--- src/rtl/frac_div_pkg.sv ---
// Package: shared sizing for the fractional tick-enable divider.
// Assumes: the whole part and fraction widths are set once, here, and the
// counter is one bit wider than the whole part, so that 256 (or 257 with a
// carry) fits.
package frac_div_pkg;
    localparam int DEF_INT_W  = 8;
    localparam int DEF_FRAC_W = 4;
endpackage

--- src/rtl/divisor_latch.sv ---
// Module: divisor_latch
// Holds the whole part of the ratio that governs the interval in progress.
// It captures the input while reset is held and again on each tick. It
// widens a zero whole part to 2**INT_W, and passes on a fraction that is
// forced to zero when the incoming whole part is zero.
// Assumes: load is a one-cycle pulse at interval boundaries.
module divisor_latch #(
    parameter int INT_W  = 8,
    parameter int FRAC_W = 4,
    localparam int CNT_W = INT_W + 1
) (
    input  logic              clk,
    input  logic              rst_n,
    input  logic              load,
    input  logic [INT_W-1:0]  div_int,
    input  logic [FRAC_W-1:0] div_frac,
    output logic [CNT_W-1:0]  whole_eff,
    output logic [FRAC_W-1:0] frac_in
);
    logic [INT_W-1:0] whole_q;

    // Capture the whole part during reset or at an interval boundary.
    always_ff @(posedge clk) begin
        if (!rst_n || load) begin
            whole_q <= div_int;
        end
    end

    // Map a zero whole part to the largest ratio.
    always_comb begin
        if (whole_q == '0) begin
            whole_eff = CNT_W'(1) << INT_W;
        end else begin
            whole_eff = CNT_W'(whole_q);
        end
    end

    // A zero whole part makes the incoming fraction invalid: drop it.
    always_comb begin
        frac_in = (div_int == '0) ? '0 : div_frac;
    end
endmodule

--- src/rtl/frac_accum.sv ---
// Module: frac_accum
// First-order phase accumulator. On each step it adds the incoming fraction
// and keeps the carry, which lengthens the next interval by one cycle.
// Assumes: step is high for exactly one cycle per tick.
module frac_accum #(
    parameter int FRAC_W = 4
) (
    input  logic              clk,
    input  logic              rst_n,
    input  logic              step,
    input  logic [FRAC_W-1:0] add_frac,
    output logic [FRAC_W-1:0] acc_q,
    output logic              extra_q
);
    logic [FRAC_W:0] sum;

    // Widened sum, so that the carry is bit FRAC_W.
    always_comb begin
        sum = {1'b0, acc_q} + {1'b0, add_frac};
    end

    // Update phase and carry only at a tick; clear both on reset.
    always_ff @(posedge clk) begin
        if (!rst_n) begin
            acc_q   <= '0;
            extra_q <= 1'b0;
        end else if (step) begin
            acc_q   <= sum[FRAC_W-1:0];
            extra_q <= sum[FRAC_W];
        end
    end
endmodule

--- src/rtl/interval_counter.sv ---
// Module: interval_counter
// Counts enabled cycles from zero up to a limit. In the enabled cycle where
// the count equals the limit it raises tick, and the count returns to zero.
// Assumes: the limit only changes in the cycle after a tick.
module interval_counter #(
    parameter int CNT_W = 9
) (
    input  logic             clk,
    input  logic             rst_n,
    input  logic             en,
    input  logic [CNT_W-1:0] limit,
    output logic [CNT_W-1:0] cnt_q,
    output logic             tick
);
    logic at_limit;

    // Compare the running count with the current interval's last value.
    always_comb begin
        at_limit = (cnt_q == limit);
        tick     = rst_n && en && at_limit;
    end

    // Advance on enabled cycles, wrapping to zero after the last one.
    always_ff @(posedge clk) begin
        if (!rst_n) begin
            cnt_q <= '0;
        end else if (en) begin
            cnt_q <= at_limit ? '0 : cnt_q + CNT_W'(1);
        end
    end
endmodule

--- src/rtl/frac_tick_divider.sv ---
// Module: frac_tick_divider (top)
// Issues a one-cycle tick whose average spacing is div_int + div_frac/16
// enabled cycles. Each interval lasts the latched whole part plus the carry
// that the accumulator produced at the tick which opened that interval.
// Assumes: a synchronous active-low reset, held for at least one cycle.
module frac_tick_divider #(
    parameter int INT_W  = frac_div_pkg::DEF_INT_W,
    parameter int FRAC_W = frac_div_pkg::DEF_FRAC_W,
    localparam int CNT_W = INT_W + 1
) (
    input  logic              clk,
    input  logic              rst_n,
    input  logic              en,
    input  logic [INT_W-1:0]  div_int,
    input  logic [FRAC_W-1:0] div_frac,
    output logic              tick
);
    logic [CNT_W-1:0]  whole_eff;
    logic [FRAC_W-1:0] frac_in;
    logic [FRAC_W-1:0] acc_q;
    logic              extra_q;
    logic [CNT_W-1:0]  limit;
    logic [CNT_W-1:0]  cnt_q;

    divisor_latch #(.INT_W(INT_W), .FRAC_W(FRAC_W)) u_latch (
        .clk(clk), .rst_n(rst_n), .load(tick),
        .div_int(div_int), .div_frac(div_frac),
        .whole_eff(whole_eff), .frac_in(frac_in)
    );

    frac_accum #(.FRAC_W(FRAC_W)) u_accum (
        .clk(clk), .rst_n(rst_n), .step(tick), .add_frac(frac_in),
        .acc_q(acc_q), .extra_q(extra_q)
    );

    // Last count value of this interval: whole part plus carry, minus one.
    always_comb begin
        limit = whole_eff + CNT_W'(extra_q) - CNT_W'(1);
    end

    interval_counter #(.CNT_W(CNT_W)) u_count (
        .clk(clk), .rst_n(rst_n), .en(en), .limit(limit),
        .cnt_q(cnt_q), .tick(tick)
    );
endmodule

--- config.mk ---
export PLATFORM = sky130hd
export DESIGN_NAME = frac_tick_divider
export DESIGN_NICKNAME = d
export VERILOG_FILES = /design/src/rtl/frac_div_pkg.sv /design/src/rtl/divisor_latch.sv /design/src/rtl/frac_accum.sv /design/src/rtl/interval_counter.sv /design/src/rtl/frac_tick_divider.sv
export SDC_FILE = /design/constraint.sdc
export NUM_CORES = 1
export LEC_CHECK = 0
export ABC_CLOCK_PERIOD_IN_PS = 3720
export BUFFER_PORTS_ARGS = -buffer_cell sky130_fd_sc_hd__buf_4
export CAP_MARGIN = 20
export CORE_MARGIN = 5
export CORE_UTILIZATION = 40
export CTS_CLUSTER_DIAMETER = 120
export CTS_CLUSTER_SIZE = 12
export DETAILED_ROUTE_END_ITERATION = 6
export PLACE_DENSITY = 0.64
export SKIP_LAST_GASP = 1
export SYNTH_ARGS = -nofsm -noshare
export SYNTH_HDL_FRONTEND = slang
export SYNTH_HIERARCHICAL = 1
export SYNTH_SLANG_ARGS = --single-unit
--- constraint.sdc ---
create_clock -name clk -period 3.72 [get_ports clk]
set_input_delay 0.558 -clock clk [delete_from_list [all_inputs] [get_ports clk]]
set_output_delay 0.558 -clock clk [all_outputs]
set_load 0.01 [all_outputs]
# --- Word level (Yosys, flattened, before mapping) ---
# Index checks and enable logic that the tools add are counted.
totals:
  output_inout_bits: 1
  wordCells: 18
  ff_bits: 22
classes:
  n_reduce_logical: 6
  addsub: 4
  n_mux: 3
  eq_ne: 1
ops:
  columns: ["op", "n"]
  rows:
  - ["2-to-1 mux 9 bit", 2]
  - ["logical NOT 8 bit", 2]
  - ["adder 9 x 1 -> 9 bit", 1]
  - ["adder 9 x 1 -> 9 bit, second input constant", 1]
  - ["== test 9 bit", 1]
  - ["subtractor 9 x 1 -> 9 bit, second input constant", 1]
  - ["adder 4 x 4 -> 5 bit", 1]
  - ["2-to-1 mux 4 bit", 1]
  - ["logical AND 1 bit", 2]
  - ["logical NOT 1 bit", 1]
  - ["logical OR 1 bit", 1]

# --- Depth between registers and ports, before layout ---
logic_depth:
  word_depth: 7
  depth_mapped: 15

# --- Cells and area by module ---
# Netlist, hierarchy kept.
modules_own_cells:
  columns: ["mod", "cells_per_inst", "area_each_um2", "n_inst", "seq_area_each_um2"]
  rows:
  - ["interval_counter", 59, 528.0, 1, 180.2]
  - ["divisor_latch", 26, 344.1, 1, 240.2]
  - ["frac_accum", 34, 322.8, 1, 100.1]
  - ["frac_tick_divider", 24, 173.9, 1, 0.0]

# --- Worst setup path after synthesis ---
# No wires, ideal clock.
synth_timing:
  kind: "register to register"
  from: "register u_latch.whole_q[3]"
  to: "register u_latch.whole_q[0], enable pin"
  required_time_ps: 3386
  synth_period_minus_slack_ps: 3241
  stages_incl_launch_ff: 10
  t_arrival_ps: 2906
  setup_slack_ps: 479
  path_cell_list: "edfxtp_1 > dlygate4sd3_1 > or4b_4 > nor2_1 > xor2_1 > xnor2_1 > nand4_1 > nor4_4 > and2_1 > nand2b_1"
synth_via:
  elab_chain_cells: 7
synth_lines:
  columns: ["item", "line", "rtl"]
  rows:
  - ["start, declared", "divisor_latch.sv:20", "logic [INT_W-1:0] whole_q;"]
  - ["start signal, assigned", "divisor_latch.sv:25", "whole_q <= div_int;"]
  - ["logical NOT 8 bit", "divisor_latch.sv:31", "if (whole_q == '0) begin"]
  - ["2-to-1 mux 9 bit (*)", "divisor_latch.sv:31", null]
  - ["net whole_eff[3]", "frac_tick_divider.sv:18", "logic [CNT_W-1:0] whole_eff;"]
  - ["adder 9 x 1 -> 9 bit (*)", "frac_tick_divider.sv:38", "limit = whole_eff + CNT_W'(extra_q) - CNT_W'(1);"]
  - ["subtractor 9 x 1 -> 9 bit (*)", "frac_tick_divider.sv:38", null]
  - ["net limit[5]", "frac_tick_divider.sv:22", "logic [CNT_W-1:0] limit;"]
  - ["== test 9 bit (*)", "interval_counter.sv:19", "at_limit = (cnt_q == limit);"]
  - ["logical AND 1 bit (*)", "interval_counter.sv:20", "tick = rst_n && en && at_limit;"]
  - ["net tick", "frac_tick_divider.sv:16", "output logic tick"]
  - ["logical OR 1 bit (*)", "divisor_latch.sv:24", "if (!rst_n || load) begin"]
# The timed path passes the listed nets; every way through them passes the cells marked *.
# A chain may end at the register's enable or synchronous reset.

# --- Worst setup path after layout ---
layout_timing:
  from: "register u_latch.whole_q[0]"
  to: "output port tick"
layout_via:
  elab_chain_cells: 6
layout_lines:
  columns: ["item", "line"]
  rows:
  - ["logical NOT 8 bit", "divisor_latch.sv:31"]
  - ["2-to-1 mux 9 bit (*)", "divisor_latch.sv:31"]
  - ["adder 9 x 1 -> 9 bit (*)", "frac_tick_divider.sv:38"]
  - ["subtractor 9 x 1 -> 9 bit (*)", "frac_tick_divider.sv:38"]
  - ["net limit[8]", "frac_tick_divider.sv:22"]
  - ["== test 9 bit (*)", "interval_counter.sv:19"]
  - ["logical AND 1 bit (*)", "interval_counter.sv:20"]
  - ["end, declared", "frac_tick_divider.sv:16"]
# Marked as above.

==> metrics.yaml <==
path_buf_inv: 2
grt_remaining_overflow: 0
tightest_slew_ns: 0.604
syn_inst: 143
avgSynthCellArea_sq_um: 9.57
grt_use_total: 0.121
rows: 21
synth_warnings: 6
grt_setup_unrepaired: "no"
yosys.area.top_type: "dfxtp_1"
final.min_clock_period_ns: 3.40
ant_nets: 0
die_h_um: 68.5
vdd_drop_max_mv: 0.113
power.share.switching: 0.214
end_kind: "primary output"
post-route-period-util: 0.913
netlist_area_sq_mm: 0.00137
fillCellCount: 321
antenna_found_initial: 0
internal_power_w: 0.000395
placed_area_sq_mm: 0.00149
routedWlPerCell_um: 12.2
min_path_type: "in -> reg"
num_antenna_cells: 0
power.density_mw_per_mm2: 325
setup_tns_ns: 0
ctsHoldBuffers: 0
cts_tree: "yes"
grt_pass1_vias: 978
drc: 0
ys_ff_latch: 22
drtPass1Iterations: 4
fmax_mhz: 294
cpPeakStageDelay_ns: 0.39
cts-root-buf: "clkbuf_4"
start_util: 0.410
dieArea_sq_mm: 0.00469
synth-main-ff-cell: "dfxtp_1"
slew_headroom: 0.593
status: "finished clean"
grt_max_degree: 19
drive_above_1_share: 0.158
cts_buffers: 3
final.setup_skew_ns: 0.00216
cts_max_path_buffers: 2
num_io_pins: 16
layout.nets: 176
io_buffers: 15
ys_seq_area_frac: 0.380
seqPwrFrac: 0.531
gp_congestion: 0.788
vias: 988
start_kind: "flip-flop"
htree_levels: 1
slew_viol_final: 0
pwr-share-comb: 0.107
synth_edf_count: 8
worstSkewPairLatency_ns: 0.31
hpwl_mm: 1.91
yosys.area.top_type_share: 0.205
die_w_um: 68.5
crit_required_ns: 3.16
cts.sinks: 22
finalWirelength_mm: 2.42
crit_arrival_ns: 2.84
synth_fp_nets: 166
cp_slowest_cell: "edfxtp_1"
synth.distinct_cells: 36
p_clk_frac: 0.363
crit_type: "reg -> out"
maxCapViolCount: 0
async_flop_share: 0
core_area_sq_mm: 0.00334
crit_family: "simple AND/OR/NAND/NOR gates"
p_leak_nw: 0.585
worst-path-max-fanout: 3
cts_setup_buffers: 0
path_cells: "inv_1, ha_1, ha_1, nor3b_1, nand3_1, xnor2_1, xnor2_1, nand4_1, nor4_4, and2_1, buf_4"
switchingPower_w: 0.000107
hold_viol_final: 0
drt_iter0_markers: 36
ctsResizeCount: 0
syn_to_final_growth_pct: 12.9
path_clk_slew_ns: 0.12
grt_pass1_wl_mm: 4.22
setup_violations: 0
avgViaCountPerCell: 4.99
finalInstanceArea_sq_mm: 0.00155
synthTopCellsByArea: "dfxtp_1 (20%), edfxtp_1 (18%), xnor2_1 (10%), ha_1 (6.4%), xor2_1 (5.1%)"
fin_util: 0.463
## worst paths after layout
kind,start,end,slack (ns),cells past startpoint
min reg2reg,u_accum/acc_q[3],u_accum/acc_q[3],0.53,2
min,div_int[6],u_latch/whole_q[6],0.43,1
max reg2reg,u_latch/whole_q[0],u_latch/whole_q[3],0.67,11
max,u_latch/whole_q[0],tick,0.32,11
## registers in the layout (all words and copies together) (netlist names)
register / count
u_count/cnt_q: 9
u_latch/whole_q: 8
u_accum/acc_q: 4
u_accum/extra_q: 1
## placed cells by master (no fill, tap or decap), types with 3 or more instances in the layout
| cell | instances |
|---|---|
| nand2_1 | 10 |
| edfxtp_1 | 8 |
| nand4_1 | 6 |
| buf_4 | 17 |
| nor3b_1 | 6 |
| nand3_1 | 4 |
| xor2_1 | 8 |
| nor2b_1 | 3 |
| a21boi_0 | 4 |
| xnor2_1 | 16 |
| ha_1 | 7 |
| nor2_1 | 10 |
| inv_1 | 9 |
| clkbuf_4 | 3 |
| mux2i_1 | 3 |
| dfxtp_1 | 14 |
## worst register-to-register path, delay by kind of cell, from the launching register on
family | cells | cell delay, ns
adders and majority gates | 2 | 0.36
buffers and inverters | 1 | 0.07
and+or+nand+nor | 6 | 1.54
xor gates and xnor gates | 2 | 0.37
DFF | 1 | 0.39
## power groups by stage
stage / sequential (W) / combinational, W / clock [W]
finish: 0.000266 / 0.0000535 / 0.000182
global route: 0.000268 / 0.0000603 / 0.000198
CTS: 0.000267 / 0.0000543 / 0.000187
detailed placement: 0.000272 / 0.0000536 / 0
global placement: 0.000272 / 0.0000524 / 0
floorplan: 0.000266 / 0.0000409 / 0
## layout make-up
type	count	area [sq um]	share of cell area
inverter	9	33.8	0.0219
timing repair buffer	17	128	0.0826
tap	46	57.6	0.0372
sequential	22	520	0.337
clock buffer	3	22.5	0.0146
multi-input combinational	100	753	0.487
clock inverter	1	30.0	0.0194
## metrics by stage
| step | setup WS [ns] | instances | hold slack [ns] | power, W |
|---|---|---|---|---|
| finish | 0.324 | 198 | 0.426 | 0.000502 |
| global route | 0.00343 | 198 | 0.396 | 0.000526 |
| CTS | 0.291 | 198 | 0.409 | 0.000508 |
| detailed placement | 0.678 | 194 | 0.509 | 0.000326 |
| global placement | 0.776 | 194 | 0.498 | 0.000324 |
| floorplan | 0.479 | 143 | 0.474 | 0.000307 |
## synth_stat cells, types with 2 or more instances
| cell | count |
|---|---|
| a21boi_0 | 4 |
| inv_1 | 9 |
| nand2_1 | 10 |
| nor3b_1 | 6 |
| and3_1 | 2 |
| nor2b_1 | 3 |
| or4_1 | 2 |
| o21ai_0 | 2 |
| xor2_1 | 8 |
| nor4_4 | 2 |
| xnor2_1 | 16 |
| nor4_1 | 2 |
| ha_1 | 7 |
| mux2i_1 | 3 |
| nand3b_1 | 2 |
| clkbuf_1 | 7 |
| edfxtp_1 | 8 |
| nand3_1 | 4 |
| nand4_1 | 6 |
| nand2b_1 | 2 |
| dfxtp_1 | 14 |
| nor2_1 | 10 |
## per-layer routing
layer / vias up / global-route usage / routed length, um
met5: - / 0 / 0
met4: 0 / 0.0596 / 16
met3: 2 / 0.0243 / 67
met2: 12 / 0.219 / 1250
met1: 469 / 0.133 / 1090
li1: 505 / - / -
## logic make-up after synthesis
| family | after synthesis | synth area share |
|---|---|---|
| simple gates | 54 | 0.242 |
| fa+ha+maj | 8 | 0.0786 |
| buf+inv | 21 | 0.0695 |
| mux | 3 | 0.0219 |
| flops | 22 | 0.380 |
| compound gates | 11 | 0.0539 |
| xor+xnor | 24 | 0.154 |
Note: power is estimated with default switching activity, not from simulation.
